$ cat src/rtl/evctr_pkg.sv
// Shared types for the event counter bank.
// Assumes the control register layout is fixed by software convention;
// only the counter widths are parameters of the modules that use it.
package evctr_pkg;

    typedef struct packed {
        logic       en;      // bit 20
        logic [3:0] evt_hi;  // bits 19:16
        logic [7:0] umask;   // bits 15:8
        logic [7:0] evt_lo;  // bits 7:0
    } ctl_t;

    localparam int CTL_W = $bits(ctl_t);
    localparam logic [11:0] FUSE_CODE = 12'hFFF;

    // True when a control value puts an odd counter into fusing setup
    function automatic logic is_fuse_setup(input ctl_t c);
        return c.en && ({c.evt_hi, c.evt_lo} == FUSE_CODE);
    endfunction

endpackage

$ cat src/rtl/evctr_pair.sv
// One even/odd counter pair with its two control registers and fuse state.
// Assumes at most one of ctl_we/cnt_we is set per cycle (single register port).
// Fused: 64-bit value {odd[EXT_W-1:0], even} advances by both inputs.
module evctr_pair #(
    parameter int CTR_W = 48,
    parameter int EXT_W = 16,
    parameter int INC_W = 4
) (
    input  logic                clk,
    input  logic                rst_n,
    input  logic [1:0]          ctl_we,
    input  logic [1:0]          cnt_we,
    input  logic [CTR_W-1:0]    wdata,
    input  logic [INC_W-1:0]    inc_even,
    input  logic [INC_W-1:0]    inc_odd,
    output evctr_pkg::ctl_t     ctl_e_q,
    output evctr_pkg::ctl_t     ctl_o_q,
    output logic [CTR_W-1:0]    cnt_e_q,
    output logic [CTR_W-1:0]    cnt_o_q,
    output logic                fused_q
);
    import evctr_pkg::*;

    localparam int FULL_W = CTR_W + EXT_W;

    ctl_t              wr_ctl;
    logic              odd_setup;
    logic              pair_wr;
    logic [FULL_W-1:0] fused_sum;
    logic [CTR_W-1:0]  nxt_e;
    logic [CTR_W-1:0]  nxt_o;

    assign wr_ctl    = ctl_t'(wdata[CTL_W-1:0]);
    assign odd_setup = is_fuse_setup(ctl_o_q);
    assign pair_wr   = |cnt_we;
    assign fused_sum = {cnt_o_q[EXT_W-1:0], cnt_e_q}
                     + FULL_W'(inc_even) + FULL_W'(inc_odd);

    // Next count values: increment by mode, then let register writes win
    always_comb begin
        nxt_e = cnt_e_q;
        nxt_o = cnt_o_q;
        if (fused_q) begin
            if (ctl_e_q.en && !pair_wr) begin
                nxt_e              = fused_sum[CTR_W-1:0];
                nxt_o[EXT_W-1:0]   = fused_sum[FULL_W-1:CTR_W];
            end
        end else begin
            if (ctl_e_q.en)
                nxt_e = cnt_e_q + CTR_W'(inc_even);
            if (ctl_o_q.en && !odd_setup)
                nxt_o = cnt_o_q + CTR_W'(inc_odd);
        end
        if (cnt_we[0]) nxt_e = wdata;
        if (cnt_we[1]) nxt_o = wdata;
    end

    // Control registers
    always_ff @(posedge clk) begin
        if (!rst_n) begin
            ctl_e_q <= '0;
            ctl_o_q <= '0;
        end else begin
            if (ctl_we[0]) ctl_e_q <= wr_ctl;
            if (ctl_we[1]) ctl_o_q <= wr_ctl;
        end
    end

    // Fuse state: captured when the even counter is enabled, dropped on teardown
    always_ff @(posedge clk) begin
        if (!rst_n)
            fused_q <= 1'b0;
        else if (ctl_we[0])
            fused_q <= wr_ctl.en && odd_setup;
        else if (ctl_we[1] && !is_fuse_setup(wr_ctl))
            fused_q <= 1'b0;
    end

    // Count registers
    always_ff @(posedge clk) begin
        if (!rst_n) begin
            cnt_e_q <= '0;
            cnt_o_q <= '0;
        end else begin
            cnt_e_q <= nxt_e;
            cnt_o_q <= nxt_o;
        end
    end

endmodule

$ cat src/rtl/evctr_rdmux.sv
// Read-data selection for the counter bank.
// Assumes NUM_CTR is even so every even counter has an odd partner.
module evctr_rdmux #(
    parameter int NUM_CTR = 6,
    parameter int CTR_W   = 48,
    parameter int EXT_W   = 16,
    localparam int IDX_W  = $clog2(NUM_CTR),
    localparam int ADDR_W = IDX_W + 1,
    localparam int DATA_W = CTR_W + EXT_W,
    localparam int NUM_PAIR = NUM_CTR / 2
) (
    input  logic [ADDR_W-1:0] addr,
    input  evctr_pkg::ctl_t   ctl_all [NUM_CTR],
    input  logic [CTR_W-1:0]  cnt_all [NUM_CTR],
    input  logic [NUM_PAIR-1:0] fused_all,
    output logic [DATA_W-1:0] rdata
);
    logic [IDX_W-1:0] rd_idx;
    assign rd_idx = addr[ADDR_W-1:1];

    // Pick control or count of the addressed counter; out of range reads zero
    always_comb begin
        rdata = '0;
        for (int i = 0; i < NUM_CTR; i++) begin
            if (rd_idx == IDX_W'(i)) begin
                if (!addr[0])
                    rdata = DATA_W'(ctl_all[i]);
                else if ((i % 2 == 0) && fused_all[i/2])
                    rdata = {cnt_all[i | 1][EXT_W-1:0], cnt_all[i]};
                else
                    rdata = DATA_W'(cnt_all[i]);
            end
        end
    end

endmodule

$ cat src/rtl/evctr_bank.sv
// Bank of event counters with pairwise fusing into 64-bit wide counters.
// Assumes NUM_CTR is even and EXT_W <= CTR_W; one register access per cycle.
module evctr_bank #(
    parameter int NUM_CTR = 6,
    parameter int CTR_W   = 48,
    parameter int EXT_W   = 16,
    parameter int INC_W   = 4,
    localparam int IDX_W  = $clog2(NUM_CTR),
    localparam int ADDR_W = IDX_W + 1,
    localparam int DATA_W = CTR_W + EXT_W
) (
    input  logic                     clk,
    input  logic                     rst_n,
    input  logic                     reg_we,
    input  logic [ADDR_W-1:0]        reg_addr,
    input  logic [DATA_W-1:0]        reg_wdata,
    output logic [DATA_W-1:0]        reg_rdata,
    input  logic [NUM_CTR*INC_W-1:0] ev_inc
);
    localparam int NUM_PAIR = NUM_CTR / 2;

    evctr_pkg::ctl_t      ctl_all [NUM_CTR];
    logic [CTR_W-1:0]     cnt_all [NUM_CTR];
    logic [NUM_PAIR-1:0]  fused_all;
    logic [NUM_CTR-1:0]   ctl_we;
    logic [NUM_CTR-1:0]   cnt_we;
    logic                 unused_wdata_hi;

    assign unused_wdata_hi = ^reg_wdata[DATA_W-1:CTR_W];

    // Address decode into per-counter write strobes
    always_comb begin
        for (int i = 0; i < NUM_CTR; i++) begin
            ctl_we[i] = reg_we && !reg_addr[0] && (reg_addr[ADDR_W-1:1] == IDX_W'(i));
            cnt_we[i] = reg_we &&  reg_addr[0] && (reg_addr[ADDR_W-1:1] == IDX_W'(i));
        end
    end

    for (genvar p = 0; p < NUM_PAIR; p++) begin : g_pair
        evctr_pair #(
            .CTR_W (CTR_W),
            .EXT_W (EXT_W),
            .INC_W (INC_W)
        ) u_pair (
            .clk      (clk),
            .rst_n    (rst_n),
            .ctl_we   ({ctl_we[2*p+1], ctl_we[2*p]}),
            .cnt_we   ({cnt_we[2*p+1], cnt_we[2*p]}),
            .wdata    (reg_wdata[CTR_W-1:0]),
            .inc_even (ev_inc[(2*p)*INC_W +: INC_W]),
            .inc_odd  (ev_inc[(2*p+1)*INC_W +: INC_W]),
            .ctl_e_q  (ctl_all[2*p]),
            .ctl_o_q  (ctl_all[2*p+1]),
            .cnt_e_q  (cnt_all[2*p]),
            .cnt_o_q  (cnt_all[2*p+1]),
            .fused_q  (fused_all[p])
        );
    end

    evctr_rdmux #(
        .NUM_CTR (NUM_CTR),
        .CTR_W   (CTR_W),
        .EXT_W   (EXT_W)
    ) u_rdmux (
        .addr      (reg_addr),
        .ctl_all   (ctl_all),
        .cnt_all   (cnt_all),
        .fused_all (fused_all),
        .rdata     (reg_rdata)
    );

endmodule

$ cat config.mk
export PLATFORM = sky130hd
export DESIGN_NAME = evctr_bank
export DESIGN_NICKNAME = d
export VERILOG_FILES = /design/src/rtl/evctr_pkg.sv /design/src/rtl/evctr_pair.sv /design/src/rtl/evctr_rdmux.sv /design/src/rtl/evctr_bank.sv
export SDC_FILE = /design/constraint.sdc
export NUM_CORES = 2
export LEC_CHECK = 0
export ABC_AREA = 1
export BUFFER_PORTS_ARGS = -buffer_cell sky130_fd_sc_hd__buf_2
export CAP_MARGIN = 20
export CORE_UTILIZATION = 46
export CTS_CLUSTER_SIZE = 25
export DETAILED_ROUTE_END_ITERATION = 16
export SKIP_CTS_REPAIR_TIMING = 1
export SYNTH_ARGS = -nofsm -noshare
export SYNTH_HDL_FRONTEND = slang
export SYNTH_SLANG_ARGS = --single-unit
$ cat constraint.sdc
create_clock -name clk -period 5.2 [get_ports clk]
set_input_delay 0.52 -clock clk [delete_from_list [all_inputs] [get_ports clk]]
set_output_delay 0.52 -clock clk [all_outputs]
set_load 0.01 [all_outputs]
### Yosys cells after proc, flatten, opt, wreduce, memory -nomap -nowiden

Cells that the tools add are included.

* bits in registers: 417
* bits in latches: 0
* RAM bits: 0
* bits in read-only memories: 0
* output and inout port bits: 64
* word-level logic and storage cells: 177
* memories kept: 0

* $add $sub $neg: 12
* $mul: 0
* div/mod/pow operators: 0
* $lt $le $gt $ge: 0
* equality and inequality tests: 18
* shifts and indexed selects: 0
* mux-type cells: 48
* bitwise gates (word level): 0
* reduce and logical (&&, ||, !) cells: 63

Operators with widths (number)
* 48-bit 2-to-1 mux: 21
* 64-bit 2-to-1 mux: 12
* 64-bit by 4-bit adder with 64-bit output: 6
* 48-bit by 4-bit adder with 48-bit output: 6
* 16-bit 2-to-1 mux: 6
* 32-bit 2-to-1 mux: 3
* 12-bit == test, second input constant: 4
* 1-bit logical AND: 30
* 3-bit != test, second input constant: 6
* 2-bit AND reduction: 9
* 3-bit nonzero test: 6
* 2-bit nonzero test: 6
* 1-bit logical NOT: 8
* 3-bit by 2-bit == test with 1-bit output, second input constant: 2
* 3-bit == test, second input constant: 2
* 1-bit 2-to-1 mux: 6
* 2-bit != test, second input constant: 3
* 2-bit OR reduction: 3
* 3-bit by 1-bit == test with 1-bit output, second input constant: 1
* 3-bit logical NOT: 1

### Longest topological paths before layout

* word-level depth: 8
* mapped depth: 18

### Modules after synthesis

A second synthesis with hierarchy kept.

* cell total of the unflattened synthesis: 6346
* area total of the unflattened synthesis: 35821.9 um^2

By module, submodules not included
* evctr_pair (g_pair[1].u_pair): times used 1, cells each 1766, area an instance 10461.3 um^2
* evctr_pair (g_pair[2].u_pair): times used 1, cells each 1762, area an instance 10354.9 um^2
* evctr_pair (g_pair[0].u_pair): times used 1, cells each 1736, area an instance 10269.8 um^2
* evctr_rdmux: times used 1, cells each 1057, area an instance 4634.4 um^2
* evctr_bank: times used 1, cells each 25, area an instance 101.3 um^2

### Worst setup path after synthesis

Ideal clock, no wire load.

* path type: input to register
* start: in ev_inc[1]
* end: reg g_pair[0].u_pair.cnt_e_q[39]
* library setup time: 0.109 ns
* data arrival time: 2.667 ns
* slack: 2.424 ns
* stages on the path: 14
* buffers on the path: 0
* cell sequence: fa_1 ha_1 fa_1 nand3_1 nand2_1 inv_1 nand2_1 nand2_1 nor2_1 nand3_1 a21oi_1 o21ai_0 nand2_1 inv_1

* longest elaborated chain between the ends: 5
* elaborated cells between the ends (all ways): 7
* those cells by class: add/sub (3); mux (4)

Ends and longest elaborated chain
* start, declared: line evctr_bank.sv:18 `input logic [NUM_CTR*INC_W-1:0] ev_inc`
* 64-bit by 4-bit adder with 64-bit output (2 in series): line evctr_pair.sv:37 `+ FULL_W'(inc_even) + FULL_W'(inc_odd);`
* 48-bit 2-to-1 mux: line evctr_pair.sv:44 `if (ctl_e_q.en && !pair_wr) begin`
* 48-bit 2-to-1 mux (*): line evctr_pair.sv:43 `if (fused_q) begin`
* 48-bit 2-to-1 mux (*): line evctr_pair.sv:54 `if (cnt_we[0]) nxt_e = wdata;`
* end signal, assigned: line evctr_pair.sv:85 `cnt_e_q <= nxt_e;`
* end, declared: line evctr_pair.sv:18 `output logic [CTR_W-1:0] cnt_e_q,`

Mark *: on every way between the ends. The rest lies on a longest branch, timed or not. The select of a mux whose other input is x is not followed.
A chain may end at the register's enable or synchronous reset.

### Worst setup path after layout

* start: in reg_addr[3]
* end: out reg_rdata[1]

* longest elaborated chain between the ends: 7
* elaborated cells between the ends (all ways): 12
* those cells by class: eq/ne (5); mux (6); reduce/logical (1)

Ends and longest elaborated chain
* start, declared: line evctr_bank.sv:15 `input logic [ADDR_W-1:0] reg_addr,`
* 3-bit logical NOT: line evctr_rdmux.sv:25 `if (rd_idx == IDX_W'(i)) begin`
* 64-bit 2-to-1 mux (5 in series): line evctr_rdmux.sv:25
* 64-bit 2-to-1 mux (*): line evctr_rdmux.sv:25
* end, declared: line evctr_bank.sv:17 `output logic [DATA_W-1:0] reg_rdata,`

Mark *: on every way between the ends. The rest lies on a longest branch, timed or not.

==> impl_metrics.yaml <==
floorplanning:
  initial_core_util_pct: 46.5
  die_h_um: 271
  die-area_um2: 73500
  num_rows: 98
  num_io_pins: 159
  core_area_um2: 71600
  die_w_um: 271
cts:
  clkLatencyLatePin_ns: 0.66
  tritoncts: "built"
  ctsLongestPathBuffers: 3
  h-tree-depth: 2
  clk_pin_slew_ns: 0.06
  clock_sinks: 417
  cts_buffers: 53
  root_buffer: "clkbuf_16"
routing:
  viasPerCell: 6.30
  drt-total-wl_um: 187000
  routedWlPerCell_um: 27.2
  drt_iter0_drc: 7415
  drc: 0
  num_vias: 43200
  ant_nets: 0
  first_pass_iters: 8
power_and_ir_drop:
  power.total_mw: 8.33
  p_per_area_nw_per_um2: 228
  vdd_drop_max_uv: 251
  power.leakage_nw: 13.5
place:
  dp_hpwl_um: 140000
  numPortBuffers: 142
  place.gp.congestion: 1.13
yosys:
  yosys_register_bits: 417
  synthFlopType: "dfxtp_1"
  yosysSeqAreaShare_pct: 25.1
  syn_area_um2: 33300
  synth_edf_count: 0
  synth.distinct_cells: 56
  syn-num-nets: 6012
  synth-async-reset-ratio_pct: 0
  syn_inst: 5860
  ys.warnings.count: 0
  postSynthAreaPerCell_um2: 5.68
sta:
  rsz0062_at_grt: "false"
  fin_crit_ns: 3.92
  relSlewSlack_pct: 12.3
  tns_ns: 0
  tightest_slew_ns: 1.30
  worst_clock_skew_ns: 0.0291
  clock.fmax_ghz: 0.255
  slew_viol_final: 0
  setup_viol: 0
  fin_crit_sh_pct: 75.4
  hold_viol: 0
run:
  drv_cap: 0
layout:
  layout.nets: 6005
  layout-drive-gt1-share_pct: 6.10
  area_growth_pct: 9.85
grt:
  grt_pass1_vias: 37400
  grt_max_degree: 112
  grt.overflow.total: 0
  antenna_found_initial: 13
  grt_pass1_wl_um: 264000
  grtUsageTotal_pct: 49.0
critical_path:
  end_kind: "output port"
  crit_arrival_ns: 3.40
  cp-start-kind: "input port"
  crit_type: "input port to output port"
  cp_max_fo: 32
  crit_required_ns: 4.68
worst_hold_path:
  hp-class: "input port to flip-flop"
status:
  outcome: "finished clean"
report_power, final:
| part | total (mW) | leakage [nW] | internal, mW | switching [mW] |
|---|---|---|---|---|
| Combinational | 0.948 | 9.26 | 0.211 | 0.737 |
| Sequential | 3.30 | 3.37 | 3.24 | 0.0585 |
| Clock | 4.09 | 0.909 | 2.36 | 1.72 |
per-layer routing:
metal | vias to the layer above | wire length [um] | track usage (%)
li1 | 19400 | - | -
met2 | 3167 | 72100 | 66.0
met3 | 585 | 26500 | 14.0
met1 | 20000 | 74300 | 67.2
met5 | - | 144 | 0
met4 | 22 | 13700 | 31.5
path summary, 6_finish.rpt:
path / startpoint / end / slack (ns) / cells after the start
setup / recovery: reg_addr[3] / reg_rdata[1] / 1.28 / 11
hold / removal: reg_wdata[46] / g_pair[1].u_pair.cnt_e_q[46]$_SDFFE_PN0P_ / 0.17 / 3
setup reg to reg: g_pair[1].u_pair.cnt_e_q[3]$_SDFFE_PN0P_ / g_pair[1].u_pair.cnt_e_q[18]$_SDFFE_PN0P_ / 1.40 / 13
hold reg to reg: g_pair[1].u_pair.ctl_o_q[5]$_SDFFE_PN0P_ / g_pair[1].u_pair.ctl_o_q[5]$_SDFFE_PN0P_ / 0.48 / 2
cells by family after synthesis:
| family | synth area share (%) |
|---|---|
| buffers and inverters | 10.2 |
| flip-flops | 25.1 |
| adder cells (fa/ha/maj) | 2.62 |
| AO/OA/AOI/OAI | 19.6 |
| AND/OR/NAND/NOR | 41.2 |
| multiplexers | 0.210 |
| XOR/XNOR | 1.13 |
Yosys cell counts (59+ instances only):
library cell	number	share of area [%]
nand4_1	125	2.3
nand3_1	551	8.3
clkbuf_1	201	2.3
o21ai_0	381	5.7
nand2_1	1687	19
nor2_1	735	8.3
dfxtp_1	417	25
nor3_1	111	1.7
o22ai_1	59	1.1
a31oi_1	76	1.4
inv_1	590	6.7
a21oi_1	456	6.9
o211ai_1	65	1.5
flip-flops by register name, summed over array words and instances, names as in the netlist:
| signal | flops |
|---|---|
| g_pair.u_pair.fused_q | 3 |
| g_pair.u_pair.cnt_o_q | 144 |
| g_pair.u_pair.ctl_o_q | 63 |
| g_pair.u_pair.ctl_e_q | 63 |
| g_pair.u_pair.cnt_e_q | 144 |
critical path, cell delays in order:
cell and delay (ns):
buf_2 0.18, inv_2 0.08, nand2_2 0.05, buf_4 0.32
inv_2 0.25, nand2_2 0.13, buf_4 0.37, a21oi_1 0.20
a2111oi_0 0.78, o311ai_0 0.27, buf_2 0.22
cells in the final DEF, fill, tap and decap left out, drive strengths merged, types with 11 or more instances in the layout:
master,synthesis,routed
nand3,551,551
o211ai,65,65
nor3,112,112
o22ai,59,59
buf,64,203
fa,21,21
dfxtp,417,417
a21oi,457,457
clkbuf,203,77
nand2,1696,1696
o31ai,16,16
a211oi,16,16
ha,36,36
inv,613,614
nand3b,22,22
nor2,743,743
o21ai,392,392
o221ai,21,21
a22oi,17,17
a31oi,76,76
xor2,36,36
or2,11,11
nand4,125,125
clkinv,10,26
cell type report:
class	instances	area, um^2
inverters	623	2350
flip-flops and latches	417	8350
multi-input cells	4553	21600
clock buffers	75	1540
fillers	7809	35000
diodes	10	25.0
well taps	950	1190
clock inverters	25	303
repair buffers	205	1230
per-stage QoR:
step / cell area [um^2] / hold slack (ns) / std cells / worst slack, ns / utilization [%]
detailed placement: 34600 / 0.472 / 6744 / 1.47 / 48.4
CTS: 36500 / 0.161 / 6844 / 1.47 / 51.0
global route: 36500 / 0.202 / 6848 / 1.26 / 51.0
finish: 36600 / 0.165 / 6858 / 1.28 / 51.1
floorplan: 33300 / 0.445 / 5860 / 2.42 / -
global placement: 34600 / 0.459 / 6744 / 1.47 / 48.4
Power figures use the tool's default switching activity.
